### src/rtl/lpos_pkg.sv
package lpos_pkg;
    localparam int OS_LEN = 4;
    localparam logic [7:0] SYM_COM = 8'hBC;
    localparam logic [7:0] SYM_IDL = 8'h7C;
    localparam logic [7:0] SYM_FTS = 8'h3C;

    typedef enum logic [2:0] {
        M_HUNT, M_COM, M_EI1, M_EI2, M_FT1, M_FT2
    } match_st_t;

    typedef enum logic [1:0] {
        PH_RUN, PH_IDLE, PH_TRAIN
    } phase_t;
endpackage

### src/rtl/lpos_os_matcher.sv
module lpos_os_matcher
    import lpos_pkg::*;
(
    input  logic       clk,
    input  logic       rst_n,
    input  logic [7:0] sym_data,
    input  logic       sym_is_k,
    input  logic       sym_gap,
    output logic       eios_hit,
    output logic       fts_hit,
    output logic       fts_part
);
    match_st_t st, nxt;
    logic is_com, is_idl, is_fts;

    assign is_com = sym_is_k && (sym_data == SYM_COM);
    assign is_idl = sym_is_k && (sym_data == SYM_IDL);
    assign is_fts = sym_is_k && (sym_data == SYM_FTS);

    always_ff @(posedge clk) begin
        if (!rst_n) st <= M_HUNT;
        else        st <= nxt;
    end

    always_comb begin
        nxt      = M_HUNT;
        eios_hit = 1'b0;
        fts_hit  = 1'b0;
        fts_part = 1'b0;
        if (!sym_gap) begin
            unique case (st)
                M_HUNT: ;
                M_COM: begin
                    if (is_idl) nxt = M_EI1;
                    else if (is_fts) begin
                        nxt = M_FT1;
                        fts_part = 1'b1;
                    end
                end
                M_EI1: if (is_idl) nxt = M_EI2;
                M_EI2: if (is_idl) eios_hit = 1'b1;
                M_FT1: begin
                    if (is_fts) begin
                        nxt = M_FT2;
                        fts_part = 1'b1;
                    end
                end
                M_FT2: begin
                    if (is_fts) begin
                        fts_hit  = 1'b1;
                        fts_part = 1'b1;
                    end
                end
                default: ;
            endcase
            if (is_com) begin
                nxt      = M_COM;
                fts_part = 1'b1;
            end
        end
    end

    AST_EIOS_FRAMED: assert property (@(posedge clk) disable iff (!rst_n)
        eios_hit |-> $past(is_com, 3));
    AST_FTS_FRAMED: assert property (@(posedge clk) disable iff (!rst_n)
        fts_hit |-> ($past(is_com, 3) && $past(is_fts, 1)));
endmodule

### src/rtl/lpos_sat_cnt.sv
module lpos_sat_cnt #(
    parameter int W = 16
) (
    input  logic         clk,
    input  logic         rst_n,
    input  logic         clr,
    input  logic         inc,
    output logic [W-1:0] q
);
    localparam logic [W-1:0] ONE = W'(1);
    localparam logic [W-1:0] TOP = {W{1'b1}};

    always_ff @(posedge clk) begin
        if (!rst_n)                 q <= '0;
        else if (clr)               q <= inc ? ONE : '0;
        else if (inc && (q != TOP)) q <= q + ONE;
    end

    AST_NO_WRAP: assert property (@(posedge clk) disable iff (!rst_n)
        ((q == TOP) && !clr) |=> (q == TOP));
endmodule

### src/rtl/lpos_drop_filter.sv
module lpos_drop_filter
    import lpos_pkg::*;
#(
    parameter int LAT = OS_LEN
) (
    input  logic clk,
    input  logic rst_n,
    input  logic eios_hit,
    input  logic fts_hit,
    input  logic gap,
    input  logic en_idle,
    input  logic en_fts,
    output logic drop
);
    logic [LAT-1:0] span_q;
    logic [LAT-1:0] gap_q;
    logic           mark;

    assign mark = (eios_hit && en_idle) || (fts_hit && en_fts);

    always_ff @(posedge clk) begin
        if (!rst_n) begin
            span_q <= '0;
            gap_q  <= '0;
        end else begin
            span_q <= {span_q[LAT-2:0], 1'b0} | (mark ? {LAT{1'b1}} : '0);
            gap_q  <= {gap_q[LAT-2:0], gap && en_idle};
        end
    end

    assign drop = span_q[LAT-1] | gap_q[LAT-1];

    AST_DROP_GAP: assert property (@(posedge clk) disable iff (!rst_n)
        (gap && en_idle) |-> ##LAT drop);
endmodule

### src/rtl/lowpower_os_monitor.sv
module lowpower_os_monitor
    import lpos_pkg::*;
#(
    parameter int IDLE_W = 16,
    parameter int FTS_W  = 13
) (
    input  logic              clk,
    input  logic              rst_n,
    input  logic [7:0]        sym_data,
    input  logic              sym_is_k,
    input  logic              elec_idle,
    input  logic              link_side,
    input  logic              trig_en,
    input  logic              trig_side,
    input  logic              drop_idle_en,
    input  logic              drop_fts_en,
    output logic              eios_det,
    output logic              fts_det,
    output logic              trig_pulse,
    output logic              idle_len_valid,
    output logic [IDLE_W-1:0] idle_len,
    output logic              idle_after_eios,
    output logic              fts_cnt_valid,
    output logic [FTS_W-1:0]  fts_cnt,
    output logic              drop_sym
);
    phase_t ph, ph_nxt;
    logic eios_hit, fts_hit, fts_part;
    logic ei_entry, idle_end, train_end;
    logic eios_flag;
    logic [IDLE_W-1:0] idle_q;
    logic [FTS_W-1:0]  fts_q;

    lpos_os_matcher u_match (
        .clk(clk), .rst_n(rst_n), .sym_data(sym_data), .sym_is_k(sym_is_k),
        .sym_gap(elec_idle), .eios_hit(eios_hit), .fts_hit(fts_hit),
        .fts_part(fts_part)
    );

    lpos_sat_cnt #(.W(IDLE_W)) u_idle_cnt (
        .clk(clk), .rst_n(rst_n), .clr(ei_entry), .inc(elec_idle), .q(idle_q)
    );

    lpos_sat_cnt #(.W(FTS_W)) u_fts_cnt (
        .clk(clk), .rst_n(rst_n), .clr(idle_end),
        .inc(fts_hit && (ph == PH_TRAIN)), .q(fts_q)
    );

    lpos_drop_filter #(.LAT(OS_LEN)) u_filter (
        .clk(clk), .rst_n(rst_n), .eios_hit(eios_hit), .fts_hit(fts_hit),
        .gap(elec_idle), .en_idle(drop_idle_en), .en_fts(drop_fts_en),
        .drop(drop_sym)
    );

    assign ei_entry  = elec_idle && (ph != PH_IDLE);
    assign idle_end  = (ph == PH_IDLE) && !elec_idle;
    assign train_end = (ph == PH_TRAIN) && (elec_idle || !fts_part);

    always_comb begin
        ph_nxt = ph;
        unique case (ph)
            PH_RUN:   if (elec_idle) ph_nxt = PH_IDLE;
            PH_IDLE:  if (!elec_idle) ph_nxt = PH_TRAIN;
            PH_TRAIN: begin
                if (elec_idle)      ph_nxt = PH_IDLE;
                else if (!fts_part) ph_nxt = PH_RUN;
            end
            default:  ph_nxt = PH_RUN;
        endcase
    end

    always_ff @(posedge clk) begin
        if (!rst_n) ph <= PH_RUN;
        else        ph <= ph_nxt;
    end

    always_ff @(posedge clk) begin
        if (!rst_n) begin
            eios_det        <= 1'b0;
            fts_det         <= 1'b0;
            trig_pulse      <= 1'b0;
            idle_len_valid  <= 1'b0;
            idle_len        <= '0;
            idle_after_eios <= 1'b0;
            fts_cnt_valid   <= 1'b0;
            fts_cnt         <= '0;
            eios_flag       <= 1'b0;
        end else begin
            eios_det       <= eios_hit;
            fts_det        <= fts_hit;
            trig_pulse     <= ei_entry && trig_en && (trig_side == link_side);
            idle_len_valid <= idle_end;
            fts_cnt_valid  <= train_end;
            if (idle_end) begin
                idle_len        <= idle_q;
                idle_after_eios <= eios_flag;
            end
            if (train_end) fts_cnt <= fts_q;
            if (eios_hit)        eios_flag <= 1'b1;
            else if (!elec_idle) eios_flag <= 1'b0;
        end
    end

    AST_TRIG_ON_IDLE: assert property (@(posedge clk) disable iff (!rst_n)
        trig_pulse |-> $past(elec_idle));
    AST_TRIG_SINGLE: assert property (@(posedge clk) disable iff (!rst_n)
        trig_pulse |=> !trig_pulse);
    AST_IDLE_REPORT: assert property (@(posedge clk) disable iff (!rst_n)
        idle_len_valid |-> (!$past(elec_idle) && (idle_len != '0)));
    AST_REPORTS_APART: assert property (@(posedge clk) disable iff (!rst_n)
        !(idle_len_valid && fts_cnt_valid));
endmodule

### config.mk
export PLATFORM = sky130hd
export DESIGN_NAME = lowpower_os_monitor
export DESIGN_NICKNAME = d
export VERILOG_FILES = /design/src/rtl/lpos_pkg.sv /design/src/rtl/lpos_os_matcher.sv /design/src/rtl/lpos_sat_cnt.sv /design/src/rtl/lpos_drop_filter.sv /design/src/rtl/lowpower_os_monitor.sv
export SDC_FILE = /design/constraint.sdc
export NUM_CORES = 1
export LEC_CHECK = 0
export BUFFER_PORTS_ARGS = -buffer_cell sky130_fd_sc_hd__buf_2
export CORE_MARGIN = 2
export CORE_UTILIZATION = 50
export DETAILED_ROUTE_END_ITERATION = 10
export GPL_ROUTABILITY_DRIVEN = 0
export PLACE_DENSITY = 0.72
export SYNTH_ARGS = -nofsm -noshare
export SYNTH_HDL_FRONTEND = slang
export SYNTH_SLANG_ARGS = --single-unit
### constraint.sdc
create_clock -name clk -period 6.05 [get_ports clk]
set_input_delay 1.21 -clock clk [delete_from_list [all_inputs] [get_ports clk]]
set_output_delay 1.21 -clock clk [all_outputs]
set_load 0.02 [all_outputs]
==> results by group, run 1 <==
GRT
  – Initial antenna violation count: 0
  – First-pass GRT wire length: 11,100 µm
  – GRT Total Usage: 0.196
  – Vias in the first global route: 2,325
  – Residual overflow from global routing: 0
  – Largest net degree at the start of global routing: 39

Setup path
  – Cells on worst reg2reg path: 4
  – Crit Reg-Reg Endpoint: fts_cnt[3]
  – R2R Path Start: u_match.st[0]
  – CP Max Fanout: 27
  – Setup slack, reg-to-reg: 3940 ps
  – WP data arrival: 3310 ps
  – WP data required: 6270 ps
  – CP Capture Point: fts_cnt[3]
  – Crit path kind: in -> reg
  – Critical path origin: elec_idle
  – Startpoint Class: input pin
  – Crit. End Element: register

Yosys
  – Synth top area share: 0.503
  – Largest family of logic cells by synthesized area: simple AND/OR/NAND/NOR gates
  – Post-synthesis xor/xnor area fraction: 0.0395
  – Primary FF master, synth: dfxtp_1
  – Syn_area_per_cell: 9.13 µm²
  – Count leader, synth: dfxtp_1
  – Number of flops mapped to enable cells by yosys: 0
  – Commonest cells post-synth: 78 x dfxtp_1, 31 x nand2_1, 26 x nor2_1
  – Top post-synthesis cells by area: dfxtp_1 50%, a22o_1 4.8%, nand2_1 3.7%
  – Compound-Gate Fraction of Synth Area: 0.171
  – Syn nets: 359
  – Gate Count Post-Synth: 340
  – Mux cell area share after synthesis: 0.00967
  – Yosys cell types: 45
  – Post-synthesis sequential area ratio: 0.503
  – #FFs+latches synth: 78
  – Adder-Cell Fraction of Synth Area: 0.00806
  – Cell taking the most area after synthesis: dfxtp_1
  – Synth Cell Area: 0.00311 mm²
  – Yosys warning count: 0
  – Share of flip-flops with an asynchronous set or reset: 0
  – Simple-Gate Fraction of Synth Area: 0.240

Pwr
  – Maximum VDD drop: 167 µV
  – Leakage: 0.00142 µW
  – PD cells: 271 mW/mm²
  – Pwr Total: 982 µW

STA
  – Worst slew margin relative to its limit: 0.279
  – Final number of setup-violating endpoints: 0
  – Post-layout min period: 3090 ps
  – Max-slew violations: 0
  – Setup TNS: 0 ps
  – Worst-Margin Slew: 1080 ps
  – Hold Fails Final Rpt: 0
  – Max Clock Freq: 0.324 GHz
  – Crit share post-route: 0.510
  – RSZ-0062 raised after global routing: no
  – Worst clock skew: 10.3 ps

CTS
  – Max Buffers Root-to-Sink: 2
  – Clock root buffer master: clkbuf_8
  – CTS H-tree lvls: 3
  – Worst skew pair latency: 360 ps
  – Clk slew on worst S/H paths: 90 ps
  – Num CTS Buffers: 9
  – CTS tree: yes
  – Post-CTS Setup Bufs: 0
  – Post-CTS Hold Buffers: 0
  – Post-CTS sizing: 0
  – Sinks on Clock Net: 78

Placed design
  – Post-DP Area: 0.00341 mm²
  – I/O Buffers: 52
  – Placed cell count: 452
  – DP HPWL: 4560 µm

Cells and area
  – Area Overhead vs Synth: 16.9%
  – Share of layout cells above drive strength 1: 0.193
  – Finished Cell Area: 0.00363 mm²
  – N_diodes: 0
  – Layout Utilization: 0.610
  – Nets: 407
  – Post-Layout Cell Count: 468

Drt
  – Drt drc: 0
  – Antenna viol nets, final: 0
  – Routed length per instance: 14.0 µm
  – DR vias: 2,625
  – 1st-pass router iterations: 4
  – Vias per Instance: 5.61
  – Iter 0 DRT Violations: 166
  – Routed wire length: 6570 µm

Die
  – Die height: 82.8 µm
  – Full die area: 0.00686 mm²
  – IO Pins: 53
  – Number of placement rows: 28
  – Core Area: 0.00596 mm²
  – Width of the die: 82.8 µm
  – Initial Util: 0.521

Status
  – Status: finished clean

Hold path
  – Min-Delay Path Class: reg -> reg

Run
  – Max Cap Violations: 0
[report_power, final]
group	switching, µW	internal (µW)
combinational	22.1	10.0
sequential	1.99	516
clock	199	233
total	223	759
[registers in the layout, indices dropped and copies added, names as in the netlist]
register,flops
eios_det,1
eios_flag,1
fts_cnt,13
fts_cnt_valid,1
fts_det,1
idle_after_eios,1
idle_len,16
idle_len_valid,1
ph,2
trig_pulse,1
u_filter.gap_q,4
u_filter.span_q,4
u_fts_cnt.q,13
u_idle_cnt.q,16
u_match.st,3
[metal layers]
metal,track usage,vias up,share of wire
met1,0.275,1225,0.49
met5,0,-,0
met3,0.0378,13,0.045
li1,-,1328,-
met2,0.292,59,0.44
met4,0.0939,0,0.021
[logic make-up (layout without fill, tap and decap cells)]
kind of cell | Yosys count | count (layout)
AO/OA/AOI/OAI | 81 | 81
XOR/XNOR | 14 | 14
adder cells (fa/ha/maj) | 2 | 2
buffers and inverters | 22 | 75
flip-flops | 78 | 78
multiplexers | 3 | 3
AND/OR/NAND/NOR | 140 | 140
[worst min-delay path by stage]
stage / startpoint / end / cells past startpoint
global placement: u_filter.span_q[0] / u_filter.span_q[1] / 1
finish: u_filter.span_q[1] / u_filter.span_q[2] / 1
floorplan: u_filter.span_q[0] / u_filter.span_q[1] / 1
detailed placement: u_filter.span_q[1] / u_filter.span_q[2] / 1
global route: u_filter.gap_q[1] / u_filter.gap_q[2] / 1
CTS: u_filter.span_q[1] / u_filter.span_q[2] / 1
[stage by stage]
| step | setup slack [ps] | hold slack (ps) |
|---|---|---|
| after floorplan | 3190 | 408 |
| after global placement | 2620 | 411 |
| after detailed placement | 2570 | 417 |
| after CTS | 2970 | 437 |
| after global routing | 2610 | 453 |
| final | 2960 | 432 |
[worst max-delay path, cell delays in order]
cell and delay [ps]:
buf_2 170, or4b_1 570, a2111oi_0 450, nand2b_1 680, o21ai_0 210
[final cells by class]
type                       instances  area, µm²
multi-input combinational        240       1460
inverter                           5       18.8
timing repair buffer              54        275
clock inverter                     7       97.6
clock buffer                       9        124
fill                             531       2320
tap                               75       93.8
sequential                        78       1560
[placed cells by master, fill, tap and decap left out, types with 3 or more instances in the layout]
cell and count:
a22o_1 17, nor3_1 8, clkbuf_8 9, xor2_1 6
nand3_1 23, o21ai_0 23, nand2b_1 4, and4_1 6
xnor2_1 8, nand2_1 31, a21oi_1 18, o31ai_1 6
or3_1 7, or4_1 5, dfxtp_1 78, inv_1 5
and3_1 5, nor2_1 26, mux2i_1 3, buf_2 52
a21o_1 4, nand4_1 9, and2_1 5
Power figures use the tool's default switching activity.
==> run 2: changes to the inputs <==
- clock period: 6.05 -> 3.2 ns (I/O delays scaled with it)
==> run 2 against run 1 <==
  * Global-route usage decreased by 0.089 points
  * Clock power grew 92%
  * Die area stayed put
  * Critical endpoint is now u_fts_cnt.q[11]
  * Final cell count increased by 0.64%
==> results by group, run 2 (synthesized netlist as in run 1, its figures left out) <==
STA
  – Final number of setup-violating endpoints: 0 (unchanged)
  – Worst clock skew: 11.0 ps (+0.699 ps)
  – Max-slew violations: 0 (unchanged)
  – RSZ-0062 raised after global routing: no
  – Worst-Margin Slew: 543 ps (-533 ps)
  – Worst slew margin relative to its limit: 0.629 (+0.350)
  – Hold Fails Final Rpt: 0 (unchanged)
  – Post-layout min period: 2320 ps
  – Max Clock Freq: 0.431 GHz
  – Min Hold Slack: 436 ps (+3.83 ps)
  – Crit share post-route: 0.726
  – Setup TNS: 0 ps (unchanged)

Cells and area
  – N_diodes: 0 (unchanged)
  – Area Overhead vs Synth: 18.0%
  – Nets: 410 (+0.74%)
  – Most frequent cells in the layout: 78 x dfxtp_1, 52 x buf_2, 31 x nand2_1
  – Largest regs: idle_len x16, u_idle_cnt.q x16
  – Commonest non-fill, non-tap cell in the layout: dfxtp_1
  – Share of layout cells above drive strength 1: 0.199 (+0.00611)

Pwr
  – Maximum VDD drop: 297 µV (+78%)
  – Leakage: 0.00144 µW (+1.5%)
  – PD cells: 512 mW/mm² (+89%)

Setup path
  – CP Depth: 6 (+1)
  – CP Max Fanout: 19 (-30%)
  – Max incr delay on CP: 570 ps (-110 ps)
  – Crit Reg-Reg Endpoint: u_fts_cnt.q[11]
  – CP Capture Point: u_fts_cnt.q[11]
  – CP cell instances: buf_2, or4b_1, and4bb_4, nand3_4, or4_1, a21oi_1
  – Crit-path leading delay family: simple AND/OR/NAND/NOR gates
  – Worst path bufs/invs: 1 (unchanged)
  – Startpoint Class: input pin
  – Crit. End Element: register
  – Setup slack, reg-to-reg: 1220 ps (-2720 ps)
  – R2R Path Start: u_fts_cnt.q[0]
  – WP data required: 3480 ps (-2790 ps)
  – CP max stage cell: or4b_1
  – WP data arrival: 2600 ps (-710 ps)
  – Critical path origin: elec_idle
  – Cells on worst reg2reg path: 6 (+2)
  – Crit path kind: in -> reg

CTS
  – CTS H-tree lvls: 3 (unchanged)
  – Clk slew on worst S/H paths: 90 ps (about the same)
  – Worst skew pair latency: 350 ps (about the same)
  – Clock root buffer master: clkbuf_8
  – CTS tree: yes
  – Post-CTS sizing: 0 (unchanged)
  – Post-CTS Setup Bufs: 0 (unchanged)
  – Max Buffers Root-to-Sink: 2 (unchanged)
  – Post-CTS Hold Buffers: 0 (unchanged)
  – Num CTS Buffers: 9 (unchanged)
  – Sinks on Clock Net: 78 (unchanged)

Status
  – Status: finished clean

GRT
  – Residual overflow from global routing: 0 (unchanged)
  – Initial antenna violation count: 0 (unchanged)
  – GRT Total Usage: 0.196 (-0.000886)
  – Vias in the first global route: 2,388 (+2.7%)
  – First-pass GRT wire length: 11,100 µm (about the same)
  – Largest net degree at the start of global routing: 38 (-2.6%)

Run
  – Max Cap Violations: 0 (unchanged)

Drt
  – Vias per Instance: 5.52 (-1.6%)
  – Iter 0 DRT Violations: 151 (-9.0%)
  – 1st-pass router iterations: 4 (unchanged)
  – Routed length per instance: 13.6 µm (-2.9%)
  – Routed wire length: 6420 µm (-2.3%)
  – Antenna viol nets, final: 0 (unchanged)
  – DR vias: 2,600 (-0.95%)
  – Drt drc: 0 (unchanged)

Hold path
  – Hold Startpoint: u_filter.span_q[1]
  – Hold Crit Depth: 1 (unchanged)
  – Min-Delay Path Class: reg -> reg

Die
  – Die height: 82.8 µm (unchanged)
  – Full die area: 0.00686 mm² (unchanged)
  – Width of the die: 82.8 µm (unchanged)
  – IO Pins: 53 (unchanged)
  – Number of placement rows: 28 (unchanged)
  – Core Area: 0.00596 mm² (unchanged)
  – Initial Util: 0.521 (unchanged)

Placed design
  – I/O Buffers: 52 (unchanged)
  – DP HPWL: 4430 µm (-2.9%)
## run 2: metrics by stage
stage	std cells	utilization	cell area, µm²	total power (µW)	setup WS, ps
2_1_floorplan	340	-	3110	1040	907
3_5_place_dp	455	0.576	3430	1060	525
3_3_place_gp	455	0.576	3430	1060	576
5_1_grt	471	0.615	3660	1940	773
4_1_cts	471	0.615	3660	1890	894
6_report	471	0.615	3660	1870	877
## run 2: power breakdown
part / leakage [µW] / internal (µW) / total, µW / switching (µW)
Combinational: 0.000697 / 20.6 / 62.8 / 42.3
Clock: 0.000113 / 466 / 833 / 367
Sequential: 0.000629 / 975 / 978 / 3.68
## run 2: per-layer routing
metal / share of wire / global-route usage / vias up / wire (µm)
li1: - / - / 1340 / -
met1: 0.49 / 0.264 / 1185 / 3120
met2: 0.45 / 0.303 / 66 / 2900
met3: 0.046 / 0.0358 / 9 / 295
met4: 0.015 / 0.0939 / 0 / 99
met5: 0 / 0 / - / 0
## run 2: how the worst min path moves through the flow
| stage | to | slack [ps] |
|---|---|---|
| after global routing | u_filter.span_q[1] | 460 |
| final | u_filter.span_q[2] | 440 |
| after CTS | u_filter.span_q[2] | 440 |
| after detailed placement | u_filter.span_q[2] | 420 |
| after floorplan | u_filter.span_q[1] | 410 |
| after global placement | u_filter.span_q[1] | 410 |
## run 2: final cells by class
| cell class | count | area [µm²] |
|---|---|---|
| fillers | 529 | 2290 |
| clock buffers | 10 | 138 |
| flip-flops and latches | 78 | 1560 |
| inverters | 5 | 18.8 |
| well taps | 75 | 93.8 |
| clock inverters | 6 | 93.8 |
| multi-input cells | 240 | 1460 |
| repair buffers | 57 | 298 |
## run 2: worst reg2reg max path: cells and delay by family, from the launching register on
family / cells / cell delay [ps]
AO/OA/AOI/OAI: 1 / 140
flip-flops: 1 / 370
adder cells (fa/ha/maj): 1 / 310
AND/OR/NAND/NOR: 4 / 1090
==> run 3: changes to the inputs <==
- PLACE_DENSITY: 0.72 -> 0.75
- clock period: 3.2 -> 1.95 ns (I/O delays scaled with it)
==> run 3 against run 2 <==
  * Via count is 7.3% higher
  * Non-clock buffer count is 26 higher
  * Sequential cell count stayed put
  * Critical path type unchanged
  * Critical endpoint is now u_fts_cnt.q[3]
  * Clock skew hardly changed
  * Power is 70% higher
  * Count of clock-buffer cells in the layout is 1 higher
  * Clock power is 76% higher
  * Combinational power is 75% higher
  * Hold slack worse by 190 ps
  * Core utilization is 4.0 points higher
  * Sequential share of layout area is 2.6 points lower
==> results by group, run 3 (synthesized netlist as in run 1, its figures left out) <==
Drt
  – Drt drc: 0 (unchanged)
  – 1st-pass router iterations: 5 (+1)
  – Vias per Instance: 5.60 (+1.5%)
  – Routed length per instance: 13.8 µm (+1.0%)
  – Antenna viol nets, final: 0 (unchanged)
  – DR vias: 2,791 (+7.3%)
  – Iter 0 DRT Violations: 191 (+26%)
  – Routed wire length: 6850 µm (+6.8%)

Die
  – Initial Util: 0.521 (unchanged)
  – Width of the die: 82.8 µm (unchanged)
  – Full die area: 0.00686 mm² (unchanged)
  – IO Pins: 53 (unchanged)
  – Core Area: 0.00596 mm² (unchanged)
  – Number of placement rows: 28 (unchanged)
  – Die height: 82.8 µm (unchanged)

Pwr
  – Leakage: 0.00158 µW (+9.9%)
  – PD cells: 816 mW/mm² (+59%)
  – Maximum VDD drop: 601 µV (+100%)
  – Pwr Total: 3180 µW (+70%)

Setup path
  – Crit path kind: in -> reg
  – Worst path bufs/invs: 2 (+1)
  – Cells on worst reg2reg path: 6 (unchanged)
  – Max incr delay on CP: 540 ps (-30 ps)
  – CP Depth: 7 (+1)
  – Crit. End Element: register
  – CP Max Fanout: 7 (-12)
  – CP cell instances: buf_2, or4b_4, and4bb_4, nand3_4, buf_4, or3_1, a21oi_1
  – Crit-path leading delay family: simple AND/OR/NAND/NOR gates
  – CP max stage cell: or4b_4
  – Startpoint Class: input pin
  – WP data required: 2230 ps (-1250 ps)
  – WP data arrival: 2190 ps (-410 ps)

Cells and area
  – Most frequent cells in the layout: 78 x dfxtp_1, 52 x buf_2, 31 x nand2_1
  – Share of layout cells above drive strength 1: 0.251 (+0.0511)
  – Layout Utilization: 0.655 (+0.0401)
  – Area Overhead vs Synth: 25.7%
  – FF+latch area: 0.00156 mm² (unchanged)
  – Post-Layout Cell Count: 498 (+5.7%)
  – Commonest non-fill, non-tap cell in the layout: dfxtp_1
  – Fillers: 510 (-3.6%)
  – Largest regs: idle_len x16, u_idle_cnt.q x16
  – Nets: 437 (+6.6%)
  – Area of the multi-input gates: 0.00148 mm² (+1.0%)
  – N_diodes: 0 (unchanged)

Hold path
  – Hold Crit Depth: 2 (+1)
  – Min-Delay Path Class: in -> reg

Placed design
  – Placed cell count: 477 (+4.8%)
  – I/O Buffers: 52 (unchanged)
  – DP HPWL: 4660 µm (+5.2%)

GRT
  – GRT Total Usage: 0.201 (+0.00576)
  – First-pass GRT wire length: 11,400 µm (+2.5%)
  – Largest net degree at the start of global routing: 28 (-26%)
  – Residual overflow from global routing: 0 (unchanged)
  – Vias in the first global route: 2,503 (+4.8%)
  – Initial antenna violation count: 0 (unchanged)

STA
  – Worst clock skew: 10.8 ps (-0.211 ps)
  – Post-layout min period: 1910 ps
  – Final number of setup-violating endpoints: 0 (unchanged)
  – Setup TNS: 0 ps (unchanged)
  – Max Clock Freq: 0.524 GHz
  – Max-slew violations: 0 (unchanged)
  – Worst slew margin relative to its limit: 0.661 (+0.0318)
  – Hold Fails Final Rpt: 0 (unchanged)
  – Crit share post-route: 0.978
  – Worst-Margin Slew: 508 ps (-35.0 ps)

Status
  – Status: finished clean

CTS
  – CTS H-tree lvls: 3 (unchanged)
  – Max Buffers Root-to-Sink: 2 (unchanged)
  – Post-CTS Hold Buffers: 0 (unchanged)
  – Num CTS Buffers: 9 (unchanged)
  – CTS tree: yes
  – Clock root buffer master: clkbuf_8
  – Sinks on Clock Net: 78 (unchanged)
  – Clk slew on worst S/H paths: 80 ps (about the same)
  – Worst skew pair latency: 360 ps (about the same)

Run
  – Max Cap Violations: 0 (unchanged)
run 3: cell count changes in the layout (fill, tap and decap cells not counted), sizes merged:
cell | previous run | this run
nand3 | 24 | 25
inv | 6 | 5
buf | 57 | 83
bufinv | 2 | 3
clkinv | 2 | 1
clkbuf | 10 | 11
run 3: report_power, final:
part	total, µW	internal (µW)	switching [µW]
combinational	110	40.2	70.3
clock	1470	887	580
sequential	1610	1600	6.19
run 3: cell type report:
class / count / area share
Clock inverter: 5 / 0.0273
Inverter: 5 / 0.00481
Multi-Input combinational cell: 241 / 0.378
Tap cell: 75 / 0.0240
Timing Repair Buffer: 83 / 0.130
Clock buffer: 11 / 0.0362
Sequential cell: 78 / 0.400
run 3: metrics by stage:
stage	cell area, µm²	hold slack [ps]	setup slack, ps
floorplan	3110	408	-74.5
global placement	3610	410	-296
detailed placement	3610	412	-329
CTS	3860	225	65.5
global route	3900	225	-5.75
finish	3900	244	43.1
run 3: path summary, 6_finish.rpt:
path / to / slack (ps) / startpoint
setup / recovery: u_fts_cnt.q[3] / 40 / elec_idle
hold / removal: u_match.st[1] / 240 / sym_data[7]
setup reg to reg: u_fts_cnt.q[3] / 140 / u_match.st[1]
hold reg to reg: u_filter.span_q[3] / 430 / u_filter.span_q[2]
run 3: repair_timing:
item / CTS / global route
endpoints found under the hold margin: 0 / 0
setup buffers: 0 / 4
resized for setup: 0 / 1
setup endpoints to repair: 0 / 16
run 3: worst register-to-register path, delay by kind of cell, from the launching register on:
| family | cells | cell delay (ps) |
|---|---|---|
| AOI/OAI and AO/OA | 1 | 140 |
| buffers and inverters | 1 | 190 |
| and+or+nand+nor | 4 | 1050 |
| DFF | 1 | 370 |
run 3: per-layer routing:
layer / vias to the layer above / GRT usage / wire length (µm)
li1: 1387 / - / -
met5: - / 0 / 0
met3: 16 / 0.0527 / 357
met4: 0 / 0.0835 / 99
met2: 79 / 0.337 / 3370
met1: 1309 / 0.246 / 3030
